===== config.mk =====
export PLATFORM = sky130hd
export DESIGN_NAME = spi_tx_master
export DESIGN_NICKNAME = d
export VERILOG_FILES = /design/src/rtl/spi_tx_pkg.sv /design/src/rtl/spi_tx_divider.sv /design/src/rtl/spi_tx_shreg.sv /design/src/rtl/spi_tx_seq.sv /design/src/rtl/spi_tx_master.sv
export SDC_FILE = /design/constraint.sdc
export NUM_CORES = 1
export LEC_CHECK = 0
export BUFFER_PORTS_ARGS = -buffer_cell sky130_fd_sc_hd__buf_2
export CORE_UTILIZATION = 50
export CTS_CLUSTER_SIZE = 16
export DETAILED_ROUTE_END_ITERATION = 8
export PLACE_DENSITY = 0.7
export RECOVER_POWER = 50
export SYNTH_ARGS = -nofsm -noshare
export SYNTH_HDL_FRONTEND = slang
export SYNTH_SLANG_ARGS = --single-unit

===== constraint.sdc =====
create_clock -name clk -period 3.4 [get_ports clk]
set_clock_uncertainty 0.1 [all_clocks]
set_input_delay 0.51 -clock clk [delete_from_list [all_inputs] [get_ports clk]]
set_output_delay 0.51 -clock clk [all_outputs]
set_load 0.005 [all_outputs]

===== src/rtl/spi_tx_pkg.sv =====
// Shared types for the transmit-only serial master.
// Assumes: nothing beyond IEEE 1800-2017 packages.
package spi_tx_pkg;

    typedef enum logic [1:0] {
        ST_IDLE  = 2'd0,
        ST_SETUP = 2'd1,
        ST_SHIFT = 2'd2,
        ST_HOLD  = 2'd3
    } seq_state_e;

    typedef struct packed {
        logic idle_lvl;
        logic sample_rise;
        logic sel_high;
    } spi_mode_s;

    // 1 when the first (leading) clock edge of the frame is a sampling edge
    function automatic logic lead_samples(input spi_mode_s m);
        return m.idle_lvl ^ m.sample_rise;
    endfunction

endpackage


===== src/rtl/spi_tx_divider.sv =====
// Half-period timer: pulses tick every (div+1) cycles while run is high.
// Assumes: div is stable while run is high; counter restarts whenever run drops.
module spi_tx_divider #(
    parameter int DIV_W = 8
) (
    input  logic             clk,
    input  logic             rst_n,
    input  logic             run,
    input  logic [DIV_W-1:0] div,
    output logic             tick
);

    logic [DIV_W-1:0] cnt_q;

    assign tick = run && (cnt_q == div);

    // count cycles inside the current half period
    always_ff @(posedge clk) begin
        if (!rst_n) begin
            cnt_q <= '0;
        end else if (!run || tick) begin
            cnt_q <= '0;
        end else begin
            cnt_q <= cnt_q + 1'b1;
        end
    end

endmodule


===== src/rtl/spi_tx_shreg.sv =====
// Frame shift register: loads a right-aligned frame, left-justifies it by
// its length, and presents the current top bit on the data line.
// Assumes: len counts bytes minus one; load and shift are never both high.
module spi_tx_shreg #(
    parameter int BYTE_W    = 8,
    parameter int MAX_BYTES = 4
) (
    input  logic                                  clk,
    input  logic                                  rst_n,
    input  logic                                  load,
    input  logic [BYTE_W*MAX_BYTES-1:0]           data,
    input  logic [$clog2(MAX_BYTES)-1:0]          len,
    input  logic                                  shift,
    output logic                                  mosi
);

    localparam int FRAME_W = BYTE_W * MAX_BYTES;
    localparam int LEN_W   = $clog2(MAX_BYTES);

    logic [FRAME_W-1:0] sh_q;
    logic [FRAME_W-1:0] aligned;

    // place byte lane b of the input at lane b + unused lanes
    always_comb begin
        aligned = '0;
        for (int b = 0; b < MAX_BYTES; b++) begin
            if (b <= int'(len)) begin
                aligned[(b + MAX_BYTES - 1 - int'(len))*BYTE_W +: BYTE_W] =
                    data[b*BYTE_W +: BYTE_W];
            end
        end
    end

    // load a new frame or move the next bit to the top
    always_ff @(posedge clk) begin
        if (!rst_n) begin
            sh_q <= '0;
        end else if (load) begin
            sh_q <= aligned;
        end else if (shift) begin
            sh_q <= {sh_q[FRAME_W-2:0], 1'b0};
        end
    end

    assign mosi = sh_q[FRAME_W-1];

    logic unused_len_w;
    assign unused_len_w = (LEN_W > 0) ? 1'b0 : 1'b0;

endmodule


===== src/rtl/spi_tx_seq.sv =====
// Frame sequencer: captures settings on acceptance, walks setup, shift and
// hold phases, counts serial clock transitions and owns the clock level.
// Assumes: tick comes from a divider that runs only in the shift phase.
module spi_tx_seq
    import spi_tx_pkg::*;
#(
    parameter int BYTE_W    = 8,
    parameter int MAX_BYTES = 4,
    parameter int DIV_W     = 8,
    parameter int DLY_W     = 8
) (
    input  logic                              clk,
    input  logic                              rst_n,
    input  logic                              start_req,
    input  spi_mode_s                         cfg_mode,
    input  logic [DIV_W-1:0]                  cfg_div,
    input  logic [DLY_W-1:0]                  cfg_setup,
    input  logic [DLY_W-1:0]                  cfg_hold,
    input  logic [$clog2(MAX_BYTES)-1:0]      len,
    input  logic                              tick,
    output seq_state_e                        state_q,
    output logic                              accept,
    output spi_mode_s                         mode_q,
    output logic [DIV_W-1:0]                  div_q,
    output logic [$clog2(2*BYTE_W*MAX_BYTES)-1:0] edge_idx,
    output logic                              last_edge,
    output logic                              sclk_q
);

    localparam int FRAME_W = BYTE_W * MAX_BYTES;
    localparam int LEN_W   = $clog2(MAX_BYTES);
    localparam int EDGE_W  = $clog2(2 * FRAME_W);

    logic [DLY_W-1:0]  setup_q;
    logic [DLY_W-1:0]  hold_q;
    logic [DLY_W-1:0]  dly_q;
    logic [EDGE_W-1:0] last_idx_q;
    logic [EDGE_W-1:0] edge_q;

    // index of the final clock transition for a frame of len+1 bytes
    function automatic logic [EDGE_W-1:0] final_edge(input logic [LEN_W-1:0] l);
        int n;
        n = (int'(l) + 1) * 2 * BYTE_W - 1;
        return n[EDGE_W-1:0];
    endfunction

    assign accept    = start_req && (state_q == ST_IDLE);
    assign edge_idx  = edge_q;
    assign last_edge = (edge_q == last_idx_q);

    // capture the frame's settings in the acceptance cycle
    always_ff @(posedge clk) begin
        if (!rst_n) begin
            mode_q     <= '0;
            div_q      <= '0;
            setup_q    <= '0;
            hold_q     <= '0;
            last_idx_q <= '0;
        end else if (accept) begin
            mode_q     <= cfg_mode;
            div_q      <= cfg_div;
            setup_q    <= cfg_setup;
            hold_q     <= cfg_hold;
            last_idx_q <= final_edge(len);
        end
    end

    // phase machine with shared setup/hold delay counter
    always_ff @(posedge clk) begin
        if (!rst_n) begin
            state_q <= ST_IDLE;
            dly_q   <= '0;
        end else begin
            case (state_q)
                ST_IDLE: begin
                    dly_q <= '0;
                    if (accept) begin
                        state_q <= (cfg_setup == '0) ? ST_SHIFT : ST_SETUP;
                    end
                end
                ST_SETUP: begin
                    if (dly_q == setup_q - 1'b1) begin
                        state_q <= ST_SHIFT;
                        dly_q   <= '0;
                    end else begin
                        dly_q <= dly_q + 1'b1;
                    end
                end
                ST_SHIFT: begin
                    dly_q <= '0;
                    if (tick && last_edge) begin
                        state_q <= ST_HOLD;
                    end
                end
                default: begin
                    if (dly_q == hold_q) begin
                        state_q <= ST_IDLE;
                        dly_q   <= '0;
                    end else begin
                        dly_q <= dly_q + 1'b1;
                    end
                end
            endcase
        end
    end

    // count serial clock transitions within the frame
    always_ff @(posedge clk) begin
        if (!rst_n) begin
            edge_q <= '0;
        end else if (accept) begin
            edge_q <= '0;
        end else if (tick && !last_edge) begin
            edge_q <= edge_q + 1'b1;
        end
    end

    // serial clock level: start at idle, flip on every tick
    always_ff @(posedge clk) begin
        if (!rst_n) begin
            sclk_q <= 1'b0;
        end else if (accept) begin
            sclk_q <= cfg_mode.idle_lvl;
        end else if (tick) begin
            sclk_q <= ~sclk_q;
        end
    end

endmodule


===== src/rtl/spi_tx_master.sv =====
// Transmit-only serial master: accepts a 1..MAX_BYTES frame on valid/ready,
// holds select active across the whole frame, and clocks bits out MSB first
// with the clock mode chosen by idle level and sampling edge.
// Assumes: the peripheral latches its outputs on the select release edge.
module spi_tx_master
    import spi_tx_pkg::*;
#(
    parameter int BYTE_W    = 8,
    parameter int MAX_BYTES = 4,
    parameter int DIV_W     = 8,
    parameter int DLY_W     = 8
) (
    input  logic                               clk,
    input  logic                               rst_n,
    input  logic                               cfg_idle_lvl,
    input  logic                               cfg_sample_rise,
    input  logic                               cfg_sel_high,
    input  logic [DIV_W-1:0]                   cfg_div,
    input  logic [DLY_W-1:0]                   cfg_setup,
    input  logic [DLY_W-1:0]                   cfg_hold,
    input  logic                               tx_valid,
    output logic                               tx_ready,
    input  logic [BYTE_W*MAX_BYTES-1:0]        tx_data,
    input  logic [$clog2(MAX_BYTES)-1:0]       tx_len,
    output logic                               spi_sclk,
    output logic                               spi_mosi,
    output logic                               spi_sel
);

    localparam int FRAME_W = BYTE_W * MAX_BYTES;
    localparam int EDGE_W  = $clog2(2 * FRAME_W);

    seq_state_e        state_q;
    spi_mode_s         cfg_mode;
    spi_mode_s         mode_q;
    logic [DIV_W-1:0]  div_q;
    logic [EDGE_W-1:0] edge_idx;
    logic              accept;
    logic              tick;
    logic              last_edge;
    logic              sclk_q;
    logic              busy;
    logic              shift_en;

    assign cfg_mode = '{idle_lvl: cfg_idle_lvl,
                        sample_rise: cfg_sample_rise,
                        sel_high: cfg_sel_high};

    spi_tx_seq #(
        .BYTE_W(BYTE_W), .MAX_BYTES(MAX_BYTES), .DIV_W(DIV_W), .DLY_W(DLY_W)
    ) u_seq (
        .clk(clk), .rst_n(rst_n), .start_req(tx_valid),
        .cfg_mode(cfg_mode), .cfg_div(cfg_div),
        .cfg_setup(cfg_setup), .cfg_hold(cfg_hold), .len(tx_len),
        .tick(tick), .state_q(state_q), .accept(accept),
        .mode_q(mode_q), .div_q(div_q), .edge_idx(edge_idx),
        .last_edge(last_edge), .sclk_q(sclk_q)
    );

    spi_tx_divider #(.DIV_W(DIV_W)) u_div (
        .clk(clk), .rst_n(rst_n), .run(state_q == ST_SHIFT),
        .div(div_q), .tick(tick)
    );

    // move data only on the non-sampling transitions, never past the last bit
    always_comb begin
        if (lead_samples(mode_q)) begin
            shift_en = tick && edge_idx[0] && !last_edge;
        end else begin
            shift_en = tick && !edge_idx[0] && (edge_idx != '0);
        end
    end

    spi_tx_shreg #(.BYTE_W(BYTE_W), .MAX_BYTES(MAX_BYTES)) u_sh (
        .clk(clk), .rst_n(rst_n), .load(accept), .data(tx_data),
        .len(tx_len), .shift(shift_en), .mosi(spi_mosi)
    );

    assign busy     = (state_q != ST_IDLE);
    assign tx_ready = !busy;
    assign spi_sclk = busy ? sclk_q : cfg_idle_lvl;
    assign spi_sel  = busy ? mode_q.sel_high : !cfg_sel_high;

endmodule


==> results of run 1 <==
[state kept, by name (all words and copies together) (netlist names), 3 cells and up]
signal and flops:
u_sh.sh_q 32, u_div.cnt_q 8, u_seq.div_q 8, u_seq.dly_q 8, u_seq.hold_q 8, u_seq.setup_q 8
u_seq.edge_idx 6, u_seq.last_idx_q 3, u_seq.mode_q 3
[logic make-up after synthesis]
kind of cell	Yosys count
muxes	1
buffers and inverters	61
xor gates and xnor gates	48
and+or+nand+nor	250
AOI/OAI and AO/OA	208
adders and majority gates	19
DFF	87
[per-layer routing]
metal  track usage [%]  vias up  share of wire [%]  wire length [microns]
met5                 0        -                  0                      0
met2             45.70      154                 49                   6948
met3             3.805       18                5.0                    703
li1                  -     2531                  -                      -
met4             9.694        0                1.5                    215
met1             34.10     2400                 44                   6267
[cell usage in the layout, fill, tap and decap left out, types with 19 or more instances in the layout]
cell type	instances
a22oi_1	31
buf_2	66
a211oi_1	24
nor3_1	27
xor2_1	32
a21oi_1	84
nand2_1	82
dfxtp_1	87
nand3_1	20
ha_1	19
nor2_1	61
[synth_stat cells, drive strengths merged (2+ instances only)]
cell / n / area [sq um]
nor3b: 3 / 22.52
a32oi: 2 / 17.52
clkbuf: 37 / 148.9
nor3: 28 / 145.1
or3: 7 / 43.79
a21oi: 84 / 420.4
a221o: 8 / 80.08
a211o: 2 / 17.52
nor2b: 5 / 31.28
nand4: 3 / 18.77
xor2: 32 / 280.3
buf: 11 / 53.80
nand2b: 3 / 18.77
and2: 3 / 18.77
nand2: 83 / 311.6
and3: 15 / 93.84
a311oi: 2 / 17.52
ha: 19 / 237.7
a221oi: 16 / 140.1
o21a: 10 / 75.07
a31oi: 3 / 18.77
dfxtp: 87 / 1742
nand3: 20 / 100.1
or4: 4 / 33.78
a211oi: 25 / 192.7
nor4: 7 / 71.31
a22oi: 31 / 232.7
inv: 13 / 48.79
nor2: 61 / 229.0
xnor2: 16 / 140.1
o21ai: 17 / 85.08
[worst min-delay path, delay by kind of cell]
family                 cells  cell delay, ns
AOI/OAI and AO/OA          1            0.05
buffers and inverters      1            0.09
and+or+nand+nor            1            0.04
[worst paths after layout]
check                           slack, ns             start  cells after the start         endpoint
worst min register to register       0.37   u_seq.mode_q[2]                      2  u_seq.mode_q[2]
worst max-delay path                 0.51  u_seq.state_q[0]                      7    u_sh.sh_q[12]
worst max register to register       0.51  u_seq.state_q[0]                      7    u_sh.sh_q[12]
worst min-delay path                 0.29       cfg_hold[2]                      3  u_seq.hold_q[2]
[area by class of cell]
class                           instances  share of cell area (%)
Clock buffer                           13                   2.721
Clock inverter                          1                 0.08571
Inverter                               13                  0.8357
Multi-Input combinational cell        526                   56.07
Sequential cell                        87                   29.83
Tap cell                              136                   2.914
Timing Repair Buffer                   82                   7.542
[through the flow]
step / total power, mW / cell area [sq um] / hold slack, ns
2_1_floorplan: 2.328 / 5259 / 0.3367
3_3_place_gp: 2.613 / 5695 / 0.3431
3_5_place_dp: 2.663 / 5695 / 0.3582
4_1_cts: 3.297 / 5859 / 0.2772
5_1_grt: 3.505 / 5839 / 0.2883
6_report: 3.265 / 5839 / 0.2895
[power groups by stage]
stage / Sequential [mW] / Combinational [mW] / Clock, mW
floorplan: 1.32 / 1.01 / 0
global placement: 1.35 / 1.26 / 0
detailed placement: 1.36 / 1.31 / 0
CTS: 1.33 / 1.31 / 0.652
global route: 1.36 / 1.45 / 0.697
finish: 1.33 / 1.29 / 0.638
==> reports/metrics.cfg, run 1 <==
[outcome]
status = completed

[clock_network]
hold_buffers = 0
numCtsBuffers = 9
clockBufferDepth = 2
clk_pin_slew_worst_paths_ns = 0.08
worstSkewPairLatency_ns = 0.36
cts-root-buf = clkbuf_8
htree_levels = 3
cts_setup_buffers = 0
clkSinkCount = 87
cts_tree = done
ctsResizeCount = 0

[sta]
relSlewSlack_pct = 37.37
finalMaxSlewViolations = 0
tightest_slew_ns = 0.9395
fmaxAchievable_ghz = 0.3462
rsz0062_at_grt = no
finalCritPeriodShare_pct = 84.95
fin_crit_ns = 2.888
finalSetupViolations = 0
fin_setup_tns_ns = 0
hold_viol_final = 0
fin_ws_ns = 0.5117

[yosys]
synth.distinct_cells = 57
yosysWarnings = 0
synth_xor_area_share_pct = 7.994
synthSimpleGateAreaFrac_pct = 22.96
dominantRegCellSynth = dfxtp_1
async_flop_share_pct = 0
synth_edf_count = 0
synth_area_sq_mm = 0.005259
synthCells = 674
synth_compound_area_share_pct = 26.41
synth_nets = 757
synth_top_family_by_area = compound AO/OA/AOI/OAI gates
syn-mean-instance-area_sq_um = 7.802
synth.mux.area_fraction_pct = 0.2141
seq_area_frac_synth_pct = 33.12
synth_fa_ha_area_share_pct = 4.521
synth_seq_cells = 87

[pwr]
pwr_density_cell_mw_per_mm2 = 559.1
pwr-share-seq_pct = 40.9
vdd_drop_max_uv = 266.2
leakagePower_nw = 2.258
swShare_pct = 38.67
p_comb_share_pct = 39.6
switchingPower_mw = 1.262
p_int_mw = 2.002
clockPowerShare_pct = 19.5

[placed_design]
pre_cts_ws_ns = 0.4006
port_buffers = 67
dp_cells = 844
gp_congestion = 0.9462
dpl.hpwl_mm = 10.66

[detailed_routing]
remaining_drc_errors = 0
dr_total_vias = 5103
wl_per_cell_microns = 16.47
first_iter_violations = 306
routed_wl_mm = 14.13
postRouteAntennaNets = 0
viasPerCell = 5.948
firstDrtPassIters = 5

[global_route]
grt_pass1_vias = 4909
grt_overflow_total = 0
antenna_found_initial = 0
grt_pass1_wl_mm = 23.81
grt.total_usage_pct = 26.73
grt_start_max_net_pins = 51

[layout]
n_antenna_cell = 0
fillCellCount = 995
layout-drive-gt1-share_pct = 14.68
area_growth_pct = 11.04
final_nets = 802
multiInputGateArea_sq_mm = 0.003274
regArea_sq_mm = 0.001742
finalNonFillerCells = 858
utilization_pct = 56.82

[floorplan]
num_rows = 37
ios = 68
fp.dieArea_sq_mm = 0.01093
initial_utilization_pct = 51.17
die_y_microns = 104.6
core-area_sq_mm = 0.01028
die_w_microns = 104.6

[flow_run]
drv_cap = 0

[setup_path]
critPathKind = reg -> reg
required_ns = 3.59
crit_chain = inv_1, ha_1, and2_2, clkbuf_2, nor2_1, a221o_1, a21oi_1
cp-start-kind = flip-flop
cpPeakStageDelay_ns = 0.67
cp-end-kind = flip-flop
worstPathArrival_ns = 3.08
crit_fanout = 35
crit_buf_inv = 2
slowest_stage = clkbuf_2
path_delay_family = buffers and inverters

[hold_path]
hold_path_class = in -> reg

No activity file was read; power rests on OpenSTA's default activity.
==> run 2: changes to the inputs <==
Settings changed: PLACE_DENSITY 0.7 to 0.72.
Clock period 3.4 ns to 2.4 ns, I/O delays scaled along.
==> reports/metrics.cfg, run 2 (synthesized netlist as in run 1, its figures left out) <==
[outcome]
status = completed

[sta]
hold_slack_ns = 0.1367
fmaxAchievable_ghz = 0.4465
fin_ws_ns = 0.1604
hold_viol_final = 0
fin_crit_ns = 2.240
finalMaxSlewViolations = 0
finalCritPeriodShare_pct = 93.32
fin_setup_tns_ns = 0
relSlewSlack_pct = 61.64
tightest_slew_ns = 0.5729
finalSetupViolations = 0

[clock_network]
worstSkewPairLatency_ns = 0.36
ctsResizeCount = 0
clk_pin_slew_worst_paths_ns = 0.08
cts_setup_buffers = 0
clockBufferDepth = 2
hold_buffers = 0
cts_tree = done
htree_levels = 3
numCtsBuffers = 9
cts-root-buf = clkbuf_8
clkSinkCount = 87

[layout]
most-common-layout-cells = dfxtp_1 (86), a21oi_1 (84), nand2_1 (82)
layout-drive-gt1-share_pct = 19.79
n_antenna_cell = 0
final_nets = 831
mostFrequentLayoutCell = dfxtp_1
largest_reg_flops = 32
utilization_pct = 60.34
area_growth_pct = 17.92
final_cell_area_sq_mm = 0.006201
finalNonFillerCells = 889
top_register = u_sh.sh_q

[detailed_routing]
first_iter_violations = 411
postRouteAntennaNets = 0
wl_met1_mm = 6.331
wl_per_cell_microns = 16.00
met3_length_microns = 767
top_layer_used = met4
remaining_drc_errors = 0
routed_wl_mm = 14.22
dr_wl_met2_mm = 6.848
dr_total_vias = 5202
firstDrtPassIters = 5
viasPerCell = 5.852

[global_route]
grt_pass1_wl_mm = 23.57
antenna_found_initial = 0
grt_start_max_net_pins = 44
grt.total_usage_pct = 26.40
grt_pass1_vias = 4916
grt_overflow_total = 0

[setup_path]
crit_start = u_seq.setup_q[0]
slowest_stage = or4_4
critPathKind = reg -> reg
cp-start-kind = flip-flop
cpPeakStageDelay_ns = 0.57
worstPathArrival_ns = 2.40
r2r_cells = 6
crit_chain = or4_4, nor4_4, xnor2_1, o41ai_4, a21oi_1, a311oi_1
required_ns = 2.56
cp-end-kind = flip-flop
crit_fanout = 5
r2r_start = u_seq.setup_q[0]

[floorplan]
num_rows = 37
die_w_microns = 104.6
initial_utilization_pct = 51.17
die_y_microns = 104.6
ios = 68
fp.dieArea_sq_mm = 0.01093
core-area_sq_mm = 0.01028

[pwr]
p_total_mw = 4.971
leakagePower_nw = 2.433
vdd_drop_max_uv = 461.6
pwr_density_cell_mw_per_mm2 = 801.7

[hold_path]
hold_path_depth = 3
hold_path_class = in -> reg
hold_start = cfg_div[5]

[flow_run]
drv_cap = 0

[placed_design]
dp_cells = 873
dpl.hpwl_mm = 10.67
gp_congestion = 0.8968
port_buffers = 67
place_area_sq_mm = 0.005996
pre_cts_ws_ns = -0.1731

[run 2: cell count changes in the layout (fill, tap and decap cells not counted), sizes merged]
cell / previous run / this run
clkinvlp: 0 / 3
clkbuf: 16 / 15
buf: 79 / 107
bufinv: 0 / 1
[run 2: area by class of cell]
type / count / area [sq um]
sequential: 87 / 1743
inverter: 13 / 48.80
tap: 136 / 170.2
fill: 939 / 4076
timing repair buffer: 111 / 718.2
clock buffer: 11 / 141.4
multi-input combinational: 526 / 3322
clock inverter: 5 / 57.56
[run 2: power breakdown]
| part | leakage [nW] | switching [mW] | total [mW] | internal (mW) |
|---|---|---|---|---|
| Clock | 0.0916 | 0.523 | 1.03 | 0.508 |
| Sequential | 0.711 | 0.201 | 1.90 | 1.70 |
| Combinational | 1.63 | 1.17 | 2.04 | 0.871 |
[run 2: path summary, 6_finish.rpt]
| check | end | slack (ns) |
|---|---|---|
| worst min-delay path | u_seq.div_q[5] | 0.14 |
| worst max-delay path | u_seq.state_q[0] | 0.16 |
| worst min register to register | u_seq.mode_q[0] | 0.37 |
| worst max register to register | u_seq.state_q[0] | 0.16 |
[run 2: worst max-delay path, delay by kind of cell (launching register included)]
family	cells	cell delay, ns
compound gates	3	0.82
simple gates	2	0.72
flops	1	0.37
xor+xnor	1	0.14
[run 2: per-layer routing]
layer / up-vias / GRT usage, %
met5: - / 0
met4: 0 / 9.796
met3: 23 / 2.932
met2: 172 / 45.55
met1: 2419 / 33.77
li1: 2588 / -
==> run 3: changes to the inputs <==
Settings changed: PLACE_DENSITY 0.72 to 0.7.
Clock period 2.4 ns to 2.1 ns, I/O delays scaled along.
==> reports/metrics.cfg, run 3 (synthesized netlist as in run 1, its figures left out) <==
[detailed_routing]
postRouteAntennaNets = 0
firstDrtPassIters = 5
remaining_drc_errors = 0
first_iter_violations = 558
dr_total_vias = 5520
routed_wl_mm = 16.15
wl_per_cell_microns = 17.36
viasPerCell = 5.935

[clock_network]
clockBufferDepth = 2
clkSinkCount = 87
htree_levels = 3
hold_buffers = 0
cts_tree = done
numCtsBuffers = 9
clk_pin_slew_worst_paths_ns = 0.08
worstSkewPairLatency_ns = 0.36
cts-root-buf = clkbuf_8

[pwr]
pwr_density_cell_mw_per_mm2 = 899.5
vdd_drop_max_uv = 483.7
leakagePower_nw = 2.731

[placed_design]
dpl.hpwl_mm = 11.44
port_buffers = 67
gp_congestion = 1.048
dp_cells = 899

[sta]
fin_ws_ns = -0.1246
tightest_slew_ns = 0.5803
finalCritPeriodShare_pct = 105.9
hold_viol_final = 0
fin_crit_ns = 2.225
hold_slack_ns = 0.08700
finalMaxSlewViolations = 0
finalSetupViolations = 27
fmaxAchievable_ghz = 0.4495
rsz0062_at_grt = yes
relSlewSlack_pct = 61.32

[layout]
most-common-layout-cells = nand2_1 (81), a21oi_1 (80), dfxtp_1 (79)
mostFrequentLayoutCell = nand2_1
top_register = u_sh.sh_q
largest_reg_flops = 32
area_growth_pct = 32.48
utilization_pct = 67.79
finalNonFillerCells = 930
layout-drive-gt1-share_pct = 32.12
n_antenna_cell = 0
final_nets = 873

[flow_run]
drv_cap = 0

[floorplan]
initial_utilization_pct = 51.17
ios = 68
die_w_microns = 104.6
num_rows = 37
core-area_sq_mm = 0.01028
fp.dieArea_sq_mm = 0.01093
die_y_microns = 104.6

[hold_path]
hold_start = cfg_div[7]
hold_path_class = in -> reg

[outcome]
violations = negative setup slack
status = complete, but fails checks

[setup_path]
crit_start = u_seq.setup_q[0]
cp-start-kind = flip-flop
r2r_start = u_seq.setup_q[0]
slowest_stage = or4_4
critPathKind = reg -> reg
required_ns = 2.24
worstPathArrival_ns = 2.36
crit_chain = or4_4, nor4_4, xnor2_1, o41ai_4, buf_4, o21a_4, nor3_2
cp-end-kind = flip-flop
crit_fanout = 8
rrSetupSlack_ns = -0.12
cpPeakStageDelay_ns = 0.55

[global_route]
grt_pass1_wl_mm = 24.68
grt_overflow_total = 0
grt_start_max_net_pins = 42
antenna_found_initial = 0
grt.total_usage_pct = 27.82
grt_pass1_vias = 5088

## run 3: cell count changes in the layout (fill, tap and decap cells not counted), moves of 5 or more
cell      previous run  this run
a211oi_1            24        12
a211oi_2             1        11
and3_1              15         7
and3_4               0         8
buf_4               36        71
dfxtp_1             86        79
dfxtp_2              1         6
nor3_1              27        18
nor3_2               1         9
o21ai_0             17        12
## run 3: critical path: cells and delay by family, from the launching register on
| kind | cells | cell delay (ns) |
|---|---|---|
| XOR/XNOR | 1 | 0.13 |
| AO/OA/AOI/OAI | 2 | 0.56 |
| AND/OR/NAND/NOR | 3 | 0.76 |
| flip-flops | 1 | 0.34 |
| buffers and inverters | 1 | 0.19 |
## run 3: worst paths after layout
kind	end	cells past startpoint
max reg2reg	u_seq.dly_q[6]	7
min	u_seq.div_q[7]	3
min reg2reg	u_seq.mode_q[0]	2
max	u_seq.dly_q[6]	7
## run 3: layout make-up
cell class / instances / area, sq um
clock buffer: 10 / 137.6
tap: 136 / 170.2
timing repair buffer: 153 / 1075
clock inverter: 5 / 82.58
inverter: 13 / 56.30
multi-input combinational: 526 / 3689
fill: 839 / 3311
sequential: 87 / 1757
## run 3: repair_timing
action / in CTS / in global routing
cloned: 0 / 5
gates resized for setup: 15 / 82
pin swaps: 6 / 61
setup buffers: 6 / 6
endpoints found under the setup margin: 22 / 44
## run 3: report_power, final
part	leakage, nW	internal (mW)	total, mW	switching [mW]
clock	0.112	0.698	1.30	0.606
sequential	0.715	1.94	2.16	0.224
combinational	1.90	1.23	2.80	1.57
total	2.73	3.86	6.27	2.40
## run 3: stage by stage
step,instance area [sq um],TNS [ns],power (mW),setup WS (ns)
finish,6967,-1.594,6.266,-0.1246
global route,6967,-6.091,6.618,-0.2118
CTS,6523,-0.6541,5.952,-0.09232
detailed placement,6220,-10.01,4.589,-0.5188
global placement,6220,-7.242,4.502,-0.4043
floorplan,5379,-2.130,3.795,-0.1419
## run 3: layer usage
metal	vias up	track usage (%)	share of wire [%]
li1	2674	-	-
met1	2611	35.55	43
met2	204	46.64	48
met3	31	4.180	6.3
met4	0	11.53	2.7
met5	-	0	0
